<file path="src/rtl/lfc_pkg.sv">
package lfc_pkg;
  typedef enum logic [1:0] {
    ST_IDLE   = 2'd0,
    ST_ACCESS = 2'd1,
    ST_BURST  = 2'd2
  } lfc_state_e;
endpackage

</file>
<file path="src/rtl/lfc_rst_sync.sv">
module lfc_rst_sync (
  input  logic clk,
  input  logic rst_n,
  output logic rst_sync_n
);
  logic [1:0] sync_q;

  always_ff @(posedge clk or negedge rst_n) begin
    if (!rst_n) sync_q <= 2'b00;
    else        sync_q <= {sync_q[0], 1'b1};
  end

  assign rst_sync_n = sync_q[1];
endmodule

</file>
<file path="src/rtl/lfc_seq.sv">
module lfc_seq
  import lfc_pkg::*;
#(
  parameter int ACC_LAT    = 5,
  parameter int LINE_WORDS = 4,
  localparam int CW = $clog2(ACC_LAT),
  localparam int BW = $clog2(LINE_WORDS)
) (
  input  logic          clk,
  input  logic          rst_n,
  input  logic          req_valid,
  input  logic          req_line,
  input  logic          burst_ok,
  output logic          ready,
  output logic          start,
  output logic [BW-1:0] beat,
  output logic          ack,
  output logic          last,
  output logic          ras_n,
  output logic          cas_n
);
  localparam logic [CW-1:0] LAST_CNT  = CW'(ACC_LAT - 1);
  localparam logic [CW-1:0] CAS_FROM  = CW'(ACC_LAT - 2);
  localparam logic [BW-1:0] LAST_BEAT = BW'(LINE_WORDS - 1);

  lfc_state_e    state_q, state_d;
  logic [CW-1:0] cnt_q, cnt_d;
  logic [BW-1:0] beat_q, beat_d;
  logic          line_q, line_d;
  logic          burst_q, burst_d;

  assign ready = (state_q == ST_IDLE);
  assign start = req_valid && ready;

  always_comb begin
    state_d = state_q;
    cnt_d   = cnt_q;
    beat_d  = beat_q;
    line_d  = line_q;
    burst_d = burst_q;
    case (state_q)
      ST_IDLE: begin
        if (start) begin
          state_d = ST_ACCESS;
          cnt_d   = '0;
          beat_d  = '0;
          line_d  = req_line;
          burst_d = req_line && burst_ok;
        end
      end
      ST_ACCESS: begin
        if (cnt_q == LAST_CNT) begin
          if (!line_q || beat_q == LAST_BEAT) begin
            state_d = ST_IDLE;
          end else if (burst_q) begin
            state_d = ST_BURST;
            beat_d  = beat_q + BW'(1);
          end else begin
            cnt_d  = '0;
            beat_d = beat_q + BW'(1);
          end
        end else begin
          cnt_d = cnt_q + CW'(1);
        end
      end
      ST_BURST: begin
        if (beat_q == LAST_BEAT) state_d = ST_IDLE;
        else                     beat_d  = beat_q + BW'(1);
      end
      default: state_d = ST_IDLE;
    endcase
  end

  always_ff @(posedge clk or negedge rst_n) begin
    if (!rst_n) begin
      state_q <= ST_IDLE;
      cnt_q   <= '0;
      beat_q  <= '0;
      line_q  <= 1'b0;
      burst_q <= 1'b0;
    end else begin
      state_q <= state_d;
      cnt_q   <= cnt_d;
      beat_q  <= beat_d;
      line_q  <= line_d;
      burst_q <= burst_d;
    end
  end

  assign beat  = beat_q;
  assign ack   = ((state_q == ST_ACCESS) && (cnt_q == LAST_CNT)) || (state_q == ST_BURST);
  assign last  = ack && (!line_q || beat_q == LAST_BEAT);
  assign ras_n = !(((state_q == ST_ACCESS) && (cnt_q != '0)) || (state_q == ST_BURST));
  assign cas_n = !(((state_q == ST_ACCESS) && (cnt_q >= CAS_FROM)) || (state_q == ST_BURST));

  // idle controller is quiet on both sides
  p_idle_quiet_r1: assert property (@(posedge clk) disable iff (!rst_n)
    ready |-> (!ack && ras_n && cas_n));
  // a word is only returned under an active column strobe
  p_data_under_cas_r9: assert property (@(posedge clk) disable iff (!rst_n)
    ack |-> !cas_n);
  // burst beats keep the row open, no precharge clock
  p_burst_row_open_r8: assert property (@(posedge clk) disable iff (!rst_n)
    (state_q == ST_BURST) |-> (!ras_n && $past(!ras_n)));
  // busy until the final beat, idle right after it
  p_busy_hold_r7: assert property (@(posedge clk) disable iff (!rst_n)
    (!ready && !last) |=> !ready);
  p_last_release_r7: assert property (@(posedge clk) disable iff (!rst_n)
    last |=> ready);
endmodule

</file>
<file path="src/rtl/lfc_addr.sv">
module lfc_addr #(
  parameter int ROW_W = 8,
  parameter int COL_W = 6,
  parameter int BW    = 2,
  localparam int LWA_W = ROW_W + COL_W
) (
  input  logic             clk,
  input  logic             rst_n,
  input  logic             start,
  input  logic [LWA_W-1:0] start_lwa,
  input  logic [BW-1:0]    beat,
  output logic [ROW_W-1:0] row,
  output logic [COL_W-1:0] col
);
  logic [ROW_W-1:0] row_q;
  logic [BW-1:0]    word_q;

  always_ff @(posedge clk or negedge rst_n) begin
    if (!rst_n) begin
      row_q  <= '0;
      word_q <= '0;
    end else if (start) begin
      row_q  <= start_lwa[LWA_W-1:COL_W];
      word_q <= start_lwa[BW-1:0];
    end
  end

  if (COL_W > BW) begin : g_upper_col
    logic [COL_W-BW-1:0] hi_q;
    always_ff @(posedge clk or negedge rst_n) begin
      if (!rst_n)     hi_q <= '0;
      else if (start) hi_q <= start_lwa[COL_W-1:BW];
    end
    assign col = {hi_q, BW'(word_q + beat)};
  end else begin : g_word_only
    assign col = BW'(word_q + beat);
  end

  assign row = row_q;

  // row is frozen between request starts
  p_row_fixed_r5: assert property (@(posedge clk) disable iff (!rst_n)
    !start |=> $stable(row));
  // each new beat moves the in-line word by one, modulo the line
  p_word_wrap_r5: assert property (@(posedge clk) disable iff (!rst_n)
    (!$past(start) && (beat != $past(beat))) |->
      (col[BW-1:0] == BW'($past(col[BW-1:0]) + BW'(1))));
endmodule

</file>
<file path="src/rtl/line_fill_ctrl.sv">
module line_fill_ctrl #(
  parameter int ROW_W      = 8,
  parameter int COL_W      = 6,
  parameter int DW         = 32,
  parameter int ACC_LAT    = 5,
  parameter int LINE_WORDS = 4,
  localparam int LWA_W = ROW_W + COL_W,
  localparam int BW    = $clog2(LINE_WORDS)
) (
  input  logic             clk,
  input  logic             rst_n,
  input  logic             cfg_burst_en,
  input  logic             cfg_mem_burst,
  input  logic             req_valid,
  input  logic [LWA_W-1:0] req_lwa,
  input  logic             req_line,
  output logic             req_ready,
  output logic             rsp_valid,
  output logic             rsp_last,
  output logic [DW-1:0]    rsp_data,
  output logic [ROW_W-1:0] mem_row,
  output logic [COL_W-1:0] mem_col,
  output logic             mem_ras_n,
  output logic             mem_cas_n,
  input  logic [DW-1:0]    mem_rdata
);
  logic          rst_int_n;
  logic          start;
  logic [BW-1:0] beat;
  logic          burst_ok;

  assign burst_ok = cfg_burst_en && cfg_mem_burst;

  lfc_rst_sync i_rst_sync (
    .clk        (clk),
    .rst_n      (rst_n),
    .rst_sync_n (rst_int_n)
  );

  lfc_seq #(
    .ACC_LAT    (ACC_LAT),
    .LINE_WORDS (LINE_WORDS)
  ) i_seq (
    .clk       (clk),
    .rst_n     (rst_int_n),
    .req_valid (req_valid),
    .req_line  (req_line),
    .burst_ok  (burst_ok),
    .ready     (req_ready),
    .start     (start),
    .beat      (beat),
    .ack       (rsp_valid),
    .last      (rsp_last),
    .ras_n     (mem_ras_n),
    .cas_n     (mem_cas_n)
  );

  lfc_addr #(
    .ROW_W (ROW_W),
    .COL_W (COL_W),
    .BW    (BW)
  ) i_addr (
    .clk       (clk),
    .rst_n     (rst_int_n),
    .start     (start),
    .start_lwa (req_lwa),
    .beat      (beat),
    .row       (mem_row),
    .col       (mem_col)
  );

  assign rsp_data = mem_rdata;

  // a single-word request always ends on its only beat
  p_single_last_r6: assert property (@(posedge clk) disable iff (!rst_int_n)
    (start && !req_line) |=> (!rsp_valid || rsp_last));
endmodule

</file>
<file path="config.mk">
export PLATFORM = sky130hd
export DESIGN_NAME = line_fill_ctrl
export DESIGN_NICKNAME = d
export VERILOG_FILES = /design/src/rtl/lfc_pkg.sv /design/src/rtl/lfc_rst_sync.sv /design/src/rtl/lfc_seq.sv /design/src/rtl/lfc_addr.sv /design/src/rtl/line_fill_ctrl.sv
export SDC_FILE = /design/constraint.sdc
export NUM_CORES = 1
export LEC_CHECK = 0
export BUFFER_PORTS_ARGS = -buffer_cell sky130_fd_sc_hd__buf_2
export CAP_MARGIN = 20
export CORE_ASPECT_RATIO = 0.9
export CORE_UTILIZATION = 31
export DETAILED_ROUTE_END_ITERATION = 8
export HOLD_SLACK_MARGIN = 0.1
export PLACE_DENSITY = 0.68
export SETUP_SLACK_MARGIN = 0.5
export SYNTH_ARGS = -nofsm -noshare
export SYNTH_HDL_FRONTEND = slang
export SYNTH_SLANG_ARGS = --single-unit
</file>
<file path="constraint.sdc">
create_clock -name clk -period 1.6 [get_ports clk]
set_clock_uncertainty 0.2 [all_clocks]
set_input_delay 0.24 -clock clk [delete_from_list [all_inputs] [get_ports clk]]
set_output_delay 0.24 -clock clk [all_outputs]
set_load 0.02 [all_outputs]
</file>
==> flow_metrics.tcl, run 1 <==
set metrics [dict create \
    rr_startpoint "i_seq.state_q[0]$_DFFE_PN0P_" \
    pwr_density_cell_nw_per_um2 2170 \
    r2r_cells 5 \
    routabilityCongestion 0.822 \
    setup_ws_ns -0.321 \
    place.port_buffers 38 \
    clk_latency_ns 0.26 \
    wl_met3_um 227 \
    hold_class "in2reg" \
    track_usage_pct 16.4 \
    core_um2 4550 \
    worstSetupStartpointType "register" \
    place_area_um2 1830 \
    antenna_cells 0 \
    syn_nets 190 \
    die-area_um2 5150 \
    wire_per_inst_um 15.2 \
    dr.pass1.iters 4 \
    stdcell_count 243 \
    r2r_setup_slack_ns -0.32 \
    end_kind "register" \
    maxCapViolCount 0 \
    p_leak_nw 1.12 \
    wl_met1_mm 1.42 \
    critPathMaxFanout 3 \
    syn_area_um2 1510 \
    cts_inserted_buffers 3 \
    area_growth_pct 55.7 \
    avgViaCountPerCell 4.54 \
    syn_inst 128 \
    synth_area_per_cell_um2 11.8 \
    ctsLongestPathBuffers 2 \
    clk_pin_slew_ns 0.08 \
    ios 103 \
    yosys_warnings 0 \
    rows 23 \
    fin_area_um2 2350 \
    fin_crit_sh_pct 120 \
    hold_ws_ns -0.00144 \
    htreeDepth 1 \
    final_common_cell "buf_4" \
    layout-drive-gt1-share_pct 72.4 \
    cts_tree "yes" \
    place_hpwl_mm 2.44 \
    grt_pass1_vias 1281 \
    routed_wl_mm 3.68 \
    highest_layer "met4" \
    startpoint "i_seq.state_q[0]$_DFFE_PN0P_" \
    endpoint "i_seq.beat[0]$_DFFE_PN0P_" \
    finalSetupViolCount 30 \
    antenna_found_initial 0 \
    period_minus_slack_ns 1.92 \
    cp.required_ns 1.56 \
    drtIter0Drc 18 \
    finalHoldViolCount 1 \
    seq_area_frac_synth_pct 41.5 \
    route.met2.wl_mm 1.81 \
    grt-ovfl-total 0 \
    drtAntennaViolNets 0 \
    vias 1103 \
    setup.worst_path.class "reg2reg" \
    grt_setup_unrepaired "yes" \
    start_util_pct 33.2 \
    status "finished, violations left" \
    r2r-end "i_seq.beat[0]$_DFFE_PN0P_" \
    cts.sinks 25 \
    cp.arrival_ns 1.88 \
    die_w_um 75.5 \
    cts_hold_buf 4 \
    place_inst 215 \
    grt_pass1_wl_mm 6.02 \
    cts_root_buffer "clkbuf_8" \
    yosys.cell_types.count 29 \
    synth_seq_cells 25 \
    grt_max_degree 21 \
    die_h_um 68.2 \
    max_freq_mhz 521 \
    violations "negative hold slack, negative setup slack" \
    ir_worst_vdd_mv 1.02 \
    final_cell_mix "buf_4 (34), dfrtp_1 (24), buf_6 (22)" \
    drc 0 \
    fin_nets 244 \
    report.final.slew_viol_count 0 \
]
==> sequential cells by signal, summed over array words and instances, names as in the netlist <==
signal and flops:
i_addr.row 8, i_seq.state_q 2, i_seq.burst_q 1, i_addr.word_q 2, i_seq.beat 2, i_seq.cnt_q 3, i_addr.g_upper_col.hi_q 4, i_rst_sync.sync_q 2
i_seq.line_q 1
==> worst min path at each step <==
stage / end / cells after the start / from
floorplan: i_rst_sync.sync_q[0]$_DFF_PN0_ / 0 / rst_n
global placement: i_rst_sync.sync_q[0]$_DFF_PN0_ / 1 / rst_n
detailed placement: i_rst_sync.sync_q[1]$_DFF_PN0_ / 1 / rst_n
CTS: i_addr.word_q[1]$_DFFE_PN0P_ / 2 / req_lwa[1]
global route: i_addr.word_q[1]$_DFFE_PN0P_ / 2 / req_lwa[1]
finish: i_addr.word_q[1]$_DFFE_PN0P_ / 2 / req_lwa[1]
==> where the power goes <==
group          internal [mW]  switching [mW]  total [mW]
logic                   2.10            1.47        3.57
registers              0.909           0.243        1.15
clock network          0.178           0.185       0.363
==> synthesized netlist by cell type, drive strengths merged <==
cell type | instances | share of area (%)
inv | 6 | 1.5
nor4 | 1 | 1.4
ha | 10 | 8.3
nand2 | 6 | 1.5
o2bb2ai | 1 | 0.58
and4bb | 1 | 0.83
mux2 | 17 | 13
nand3b | 1 | 0.50
nor2 | 1 | 0.25
mux2i | 5 | 3.3
conb | 1 | 0.25
and2b | 1 | 0.58
and2 | 1 | 0.42
nor3b | 1 | 0.50
nand3 | 2 | 0.66
a21boi | 1 | 1.2
a21o | 1 | 0.50
dfrtp | 25 | 41
nand2b | 4 | 1.8
o21ai | 2 | 0.66
a21oi | 2 | 0.66
nor2b | 2 | 0.83
a2111oi | 1 | 1.8
xnor2 | 2 | 1.2
buf | 33 | 16
==> routing by layer <==
layer	vias to the layer above	GRT usage [%]
met5	-	0
met4	0	11.3
met3	35	2.80
met2	47	30.0
met1	521	17.1
li1	500	-
==> cells by family after synthesis <==
group,count (synthesis),synth area share (%)
compound gates,8,5.48
xor+xnor,2,1.16
fa+ha+maj,10,8.30
buf+inv,39,17.8
flops,25,41.5
mux,22,16.3
other cells,1,0.249
simple gates,21,9.29
==> worst max-delay path, stage by stage (launching register included) <==
cell	delay [ns]
dfrtp_1	0.44
buf_6	0.15
ha_4	0.16
a21o_1	0.18
a2111oi_4	0.36
mux2_4	0.33
==> per-stage QoR <==
| stage | hold slack, ns | TNS, ns | power, mW | setup slack (ns) | util, % |
|---|---|---|---|---|---|
| 2_1_floorplan | -0.256 | -0.679 | 2.97 | -0.220 | - |
| 3_3_place_gp | -0.172 | -0.979 | 3.49 | -0.229 | 40.2 |
| 3_5_place_dp | -0.171 | -2.17 | 3.60 | -0.302 | 40.2 |
| 4_1_cts | -0.00711 | -5.54 | 4.98 | -0.304 | 50.7 |
| 5_1_grt | -0.0182 | -7.62 | 5.39 | -0.390 | 51.6 |
| 6_report | -0.00144 | -5.46 | 5.08 | -0.321 | 51.6 |
==> final cells by class <==
| type | instances | area, um2 |
|---|---|---|
| Inverter | 6 | 22.5 |
| Tap cell | 62 | 77.6 |
| Sequential cell | 25 | 627 |
| Timing Repair Buffer | 80 | 653 |
| Multi-Input combinational cell | 66 | 922 |
| Fill cell | 422 | 2200 |
| Clock buffer | 4 | 45.0 |
==> timing repair <==
item,in CTS,in global routing
resized for setup,65,5
pin swaps,11,4
cloned,2,0
endpoints found under the setup margin,42,42
endpoints found under the hold margin,21,38
buffers inserted,14,4
Note: power is estimated with default switching activity, not from simulation.
==> inputs of run 2 (changes only) <==
--- a/config.mk
+++ b/config.mk
@@ -8,10 +8,10 @@
 export BUFFER_PORTS_ARGS = -buffer_cell sky130_fd_sc_hd__buf_2
 export CAP_MARGIN = 20
 export CORE_ASPECT_RATIO = 0.9
-export CORE_UTILIZATION = 31
+export CORE_UTILIZATION = 41
 export DETAILED_ROUTE_END_ITERATION = 8
 export HOLD_SLACK_MARGIN = 0.1
-export PLACE_DENSITY = 0.68
+export PLACE_DENSITY = 0.84
 export SETUP_SLACK_MARGIN = 0.5
 export SYNTH_ARGS = -nofsm -noshare
 export SYNTH_HDL_FRONTEND = slang
==> run 2 against run 1 <==
Against the previous run: the run still ends with negative hold slack, negative setup slack left; global-route usage rose by 4.3 points; count of clock-buffer cells in the layout unchanged; power is essentially flat; die area is 24% lower; routed wire length grew 6.6%; via count grew 2.1%.
==> flow_metrics.tcl, run 2 (synthesis results as in run 1) <==
set metrics [dict create \
    die-area_um2 3920 \
    antenna_found_initial 0 \
    worstSetupStartpointType "register" \
    largest_reg_flops 8 \
    routed_wl_mm 3.93 \
    vias 1126 \
    core_um2 3450 \
    clk_pin_slew_ns 0.08 \
    rr_startpoint "i_seq.state_q[0]$_DFFE_PN0P_" \
    layout-drive-gt1-share_pct 73.4 \
    setup.worst_path.class "reg2reg" \
    rows 20 \
    htreeDepth 1 \
    grt_pass1_vias 1239 \
    die_h_um 59.5 \
    critPathMaxFanout 3 \
    violations "negative hold slack, negative setup slack" \
    area_growth_pct 52.4 \
    pwr_density_cell_nw_per_um2 2210 \
    cts_inserted_buffers 3 \
    antenna_cells 0 \
    r2r_cells 5 \
    ios 103 \
    hold_ws_ns -0.0305 \
    fin_crit_sh_pct 121 \
    startpoint "i_seq.state_q[0]$_DFFE_PN0P_" \
    r2r-end "i_seq.state_q[0]$_DFFE_PN0P_" \
    grt-ovfl-total 0 \
    cts_tree "yes" \
    wire_per_inst_um 17.8 \
    track_usage_pct 20.7 \
    ctsLongestPathBuffers 2 \
    drtIter0Drc 20 \
    finalSetupViolCount 29 \
    status "finished, violations left" \
    finalHoldViolCount 9 \
    register_area_um2 629 \
    place.port_buffers 38 \
    multi_input_area_um2 906 \
    intPower_mw 3.17 \
    ir_worst_vdd_mv 1.09 \
    cp.arrival_ns 1.88 \
    grt_pass1_wl_mm 5.93 \
    place_area_um2 1740 \
    final_cell_mix "buf_4 (29), buf_6 (23), dfrtp_1 (22)" \
    cts_root_buffer "clkbuf_8" \
    start_util_pct 43.7 \
    grt_max_degree 15 \
    cp.required_ns 1.55 \
    place_hpwl_mm 2.46 \
    cts_hold_buf 3 \
    grt_setup_unrepaired "yes" \
    endpoint "i_seq.state_q[0]$_DFFE_PN0P_" \
    cts.sinks 25 \
    end_kind "register" \
    power.switching_mw 1.91 \
    place_inst 188 \
    p_leak_nw 1.11 \
    clk_latency_ns 0.26 \
    dr.pass1.iters 3 \
    max_freq_mhz 519 \
    power.share.clock_pct 7.2 \
    fin_nets 240 \
    p_comb_share_pct 69.9 \
    period_minus_slack_ns 1.93 \
    stdcell_count 221 \
    final_common_cell "buf_4" \
    drtAntennaViolNets 0 \
    avgViaCountPerCell 5.10 \
    r2r_setup_slack_ns -0.33 \
    fin_area_um2 2300 \
    routabilityCongestion 0.779 \
    num-fill-cells 233 \
    die_w_um 65.9 \
    hold_class "reg2async" \
    pwr-share-seq_pct 23.0 \
    sw_frac_of_total_pct 37.6 \
    drc 0 \
    report.final.slew_viol_count 0 \
    maxCapViolCount 0 \
    setup_ws_ns -0.329 \
]
## run 2: cell count changes in the layout (fill, tap and decap cells not counted), sizes merged
cell         change
buf              -3
dlygate4sd3      -1
## run 2: cell type report
cell class              instances  area share (%)
clock buffers                   4            1.96
well taps                      44            2.40
repair buffers                 76            27.7
inverters                       6            1.09
multi-input cells              66            39.4
flip-flops and latches         25            27.4
## run 2: critical path, cell delays in order (launching register included)
cell and delay, ns:
dfrtp_2 0.44, buf_6 0.13, ha_4 0.15, and4bb_2 0.24
nor4_4 0.32, mux2_4 0.33
## run 2: per-stage QoR
stage	TNS [ns]	hold slack (ns)	worst slack [ns]	utilization [%]	power [mW]
after global routing	-5.82	-0.00316	-0.389	66.5	5.34
after floorplan	-0.679	-0.256	-0.220	-	2.97
after detailed placement	-2.50	-0.170	-0.302	50.3	3.46
final	-4.58	-0.0305	-0.329	66.5	5.08
after global placement	-1.06	-0.173	-0.236	50.3	3.35
after CTS	-4.59	-0.0139	-0.302	64.8	4.89
## run 2: how the worst min path moves through the flow
stage,cells past startpoint,endpoint,slack [ns]
after floorplan,0,i_rst_sync.sync_q[0]$_DFF_PN0_,-0.26
after global placement,1,i_rst_sync.sync_q[0]$_DFF_PN0_,-0.17
after detailed placement,1,i_rst_sync.sync_q[1]$_DFF_PN0_,-0.17
after CTS,0,i_addr.row[0]$_DFFE_PN0P_,-0.01
after global routing,2,i_addr.word_q[0]$_DFFE_PN0P_,-0.003
final,0,i_addr.row[4]$_DFFE_PN0P_,-0.03
## run 2: power groups by stage
stage | combinational (mW) | clock [mW] | sequential [mW]
after global routing | 3.74 | 0.399 | 1.20
final | 3.55 | 0.364 | 1.17
after CTS | 3.35 | 0.381 | 1.16
after floorplan | 1.66 | 0 | 1.31
after global placement | 2.25 | 0 | 1.10
after detailed placement | 2.34 | 0 | 1.12
## run 2: metal layers
metal	part of all wire, %	wire, um	track usage (%)
met5	0	0	0
met2	54	2130	40.2
met4	3.9	155	9.01
met1	36	1400	20.6
met3	6.2	245	5.19
## run 2: what timing repair did
action / in CTS / in global routing
gates resized for setup: 69 / 5
pin swaps: 12 / 2
gates cloned: 2 / 0
setup endpoints to repair: 42 / 42
hold endpoints to repair: 27 / 27
setup buffers: 18 / 6
==> inputs of run 3 (changes only) <==
--- a/config.mk
+++ b/config.mk
@@ -8,10 +8,10 @@
 export BUFFER_PORTS_ARGS = -buffer_cell sky130_fd_sc_hd__buf_2
 export CAP_MARGIN = 20
 export CORE_ASPECT_RATIO = 0.9
-export CORE_UTILIZATION = 41
+export CORE_UTILIZATION = 40
 export DETAILED_ROUTE_END_ITERATION = 8
 export HOLD_SLACK_MARGIN = 0.1
-export PLACE_DENSITY = 0.84
+export PLACE_DENSITY = 0.83
 export SETUP_SLACK_MARGIN = 0.5
 export SYNTH_ARGS = -nofsm -noshare
 export SYNTH_HDL_FRONTEND = slang
==> run 3 against run 2 <==
Against the previous run: the run still ends with negative hold slack, negative setup slack left; hold slack improved by 0.020 ns; cell area increased by 3.0%; count of clock-buffer cells in the layout decreased by 1; power increased by 2.1%; core utilization increased by 1.5 points; first-iteration DRC count increased by 25%; sequential share of layout area decreased by 0.85 points; combinational power increased by 1%; largest cell class unchanged.
==> flow_metrics.tcl, run 3 (synthesis results as in run 1) <==
set metrics [dict create \
    ios 103 \
    start_util_pct 43.3 \
    routabilityCongestion 0.791 \
    htreeDepth 1 \
    slowest_stage "dfrtp_2" \
    max_freq_mhz 506 \
    register_area_um2 628 \
    drtIter0Drc 25 \
    setup.worst_path.class "reg2reg" \
    place_area_um2 1800 \
    routed_wl_mm 3.89 \
    period_minus_slack_ns 1.98 \
    die-area_um2 4020 \
    cts_tree "yes" \
    place.port_buffers 38 \
    num-fill-cells 232 \
    clk_pin_slew_ns 0.10 \
    setup_ws_ns -0.377 \
    slowest_delay_ns 0.48 \
    die_w_um 66.7 \
    place_inst 196 \
    largest_reg_flops 8 \
    cts_root_buffer "clkbuf_8" \
    worst-path-buf-inv 3 \
    end_kind "register" \
    wire_per_inst_um 17.1 \
    place_hpwl_mm 2.37 \
    antenna_found_initial 0 \
    violations "negative hold slack, negative setup slack" \
    avgViaCountPerCell 4.91 \
    antenna_cells 0 \
    ctsLongestPathBuffers 2 \
    fin_crit_sh_pct 124 \
    p_leak_nw 1.16 \
    r2r_setup_slack_ns -0.38 \
    hold_class "reg2async" \
    die_h_um 60.2 \
    final_cell_mix "buf_4 (35), buf_6 (25), dfrtp_1 (23)" \
    r2r-end "i_seq.state_q[1]$_DFFE_PN0P_" \
    critPathMaxFanout 4 \
    report.final.slew_viol_count 0 \
    layout-drive-gt1-share_pct 74.5 \
    cts.sinks 25 \
    core_um2 3480 \
    rr_startpoint "i_seq.state_q[0]$_DFFE_PN0P_" \
    grt_setup_unrepaired "yes" \
    multi_input_area_um2 890 \
    cp.required_ns 1.60 \
    finalSetupViolCount 30 \
    ir_worst_vdd_mv 1.32 \
    finalHoldViolCount 20 \
    stdcell_count 228 \
    status "finished, violations left" \
    dr.pass1.iters 4 \
    final_common_cell "buf_4" \
    cp.arrival_ns 1.97 \
    fin_area_um2 2370 \
    drtAntennaViolNets 0 \
    vias 1120 \
    cts_hold_buf 4 \
    fin_nets 247 \
    area_growth_pct 56.9 \
    grt-ovfl-total 0 \
    hold_ws_ns -0.0101 \
    crit_chain "inv_4 > ha_4 > buf_6 > and2b_2 > nor4_4 > buf_4 > mux2i_1" \
    maxCapViolCount 0 \
    pwr_density_cell_nw_per_um2 2190 \
    clk_latency_ns 0.28 \
    r2r_cells 7 \
    cts_inserted_buffers 3 \
    track_usage_pct 19.3 \
    rows 20 \
    grt_pass1_wl_mm 5.57 \
    power_mw 5.19 \
    drc 0 \
    crit_family "flip-flops" \
    worstSetupStartpointType "register" \
    grt_pass1_vias 1225 \
    grt_max_degree 16 \
]
==> run 3: what timing repair did <==
| action | 4_1_cts | 5_1_grt |
|---|---|---|
| pin swaps | 8 | 5 |
| resized for setup | 56 | 17 |
| endpoints found under the hold margin | 28 | 26 |
| setup endpoints to repair | 42 | 42 |
| setup buffers | 16 | 8 |
==> run 3: worst max-delay path by stage <==
stage | start | end | slack (ns) | cells past startpoint
6_report | i_seq.state_q[0]$_DFFE_PN0P_ | i_seq.state_q[1]$_DFFE_PN0P_ | -0.38 | 7
5_1_grt | i_seq.state_q[0]$_DFFE_PN0P_ | i_seq.state_q[1]$_DFFE_PN0P_ | -0.45 | 7
4_1_cts | i_seq.cnt_q[0]$_DFFE_PN0P_ | mem_cas_n | -0.34 | 6
3_5_place_dp | i_seq.state_q[1]$_DFFE_PN0P_ | i_seq.beat[0]$_DFFE_PN0P_ | -0.30 | 5
3_3_place_gp | i_seq.state_q[1]$_DFFE_PN0P_ | i_seq.beat[0]$_DFFE_PN0P_ | -0.23 | 5
2_1_floorplan | i_seq.state_q[0]$_DFFE_PN0P_ | i_seq.beat[0]$_DFFE_PN0P_ | -0.22 | 5
==> run 3: power by group <==
part	switching [mW]	total [mW]	leakage [nW]	internal, mW
registers	0.280	1.19	0.301	0.911
logic	1.44	3.60	0.832	2.16
clock network	0.214	0.391	0.0217	0.177
==> run 3: cell type report <==
class	instances	area share (%)
Clock inverter	1	0.317
Multi-Input combinational cell	64	37.6
Tap cell	44	2.33
Inverter	6	1.06
Timing Repair Buffer	85	30.4
Clock buffer	3	1.75
Sequential cell	25	26.5
==> run 3: metal layers <==
layer	up-vias	routed length (um)	GRT usage (%)
met4	0	233	11.6
met2	54	2150	36.8
met1	533	1300	18.8
met3	30	201	4.39
met5	-	0	0
li1	503	-	-
==> run 3: stage by stage <==
step	util, %	worst slack [ns]	setup TNS, ns	hold slack, ns
2_1_floorplan	-	-0.220	-0.679	-0.256
3_3_place_gp	51.7	-0.232	-1.31	-0.174
3_5_place_dp	51.7	-0.304	-2.32	-0.173
4_1_cts	64.1	-0.339	-6.45	-0.0102
5_1_grt	68.0	-0.450	-7.41	-0.00784
6_report	68.0	-0.377	-6.58	-0.0101
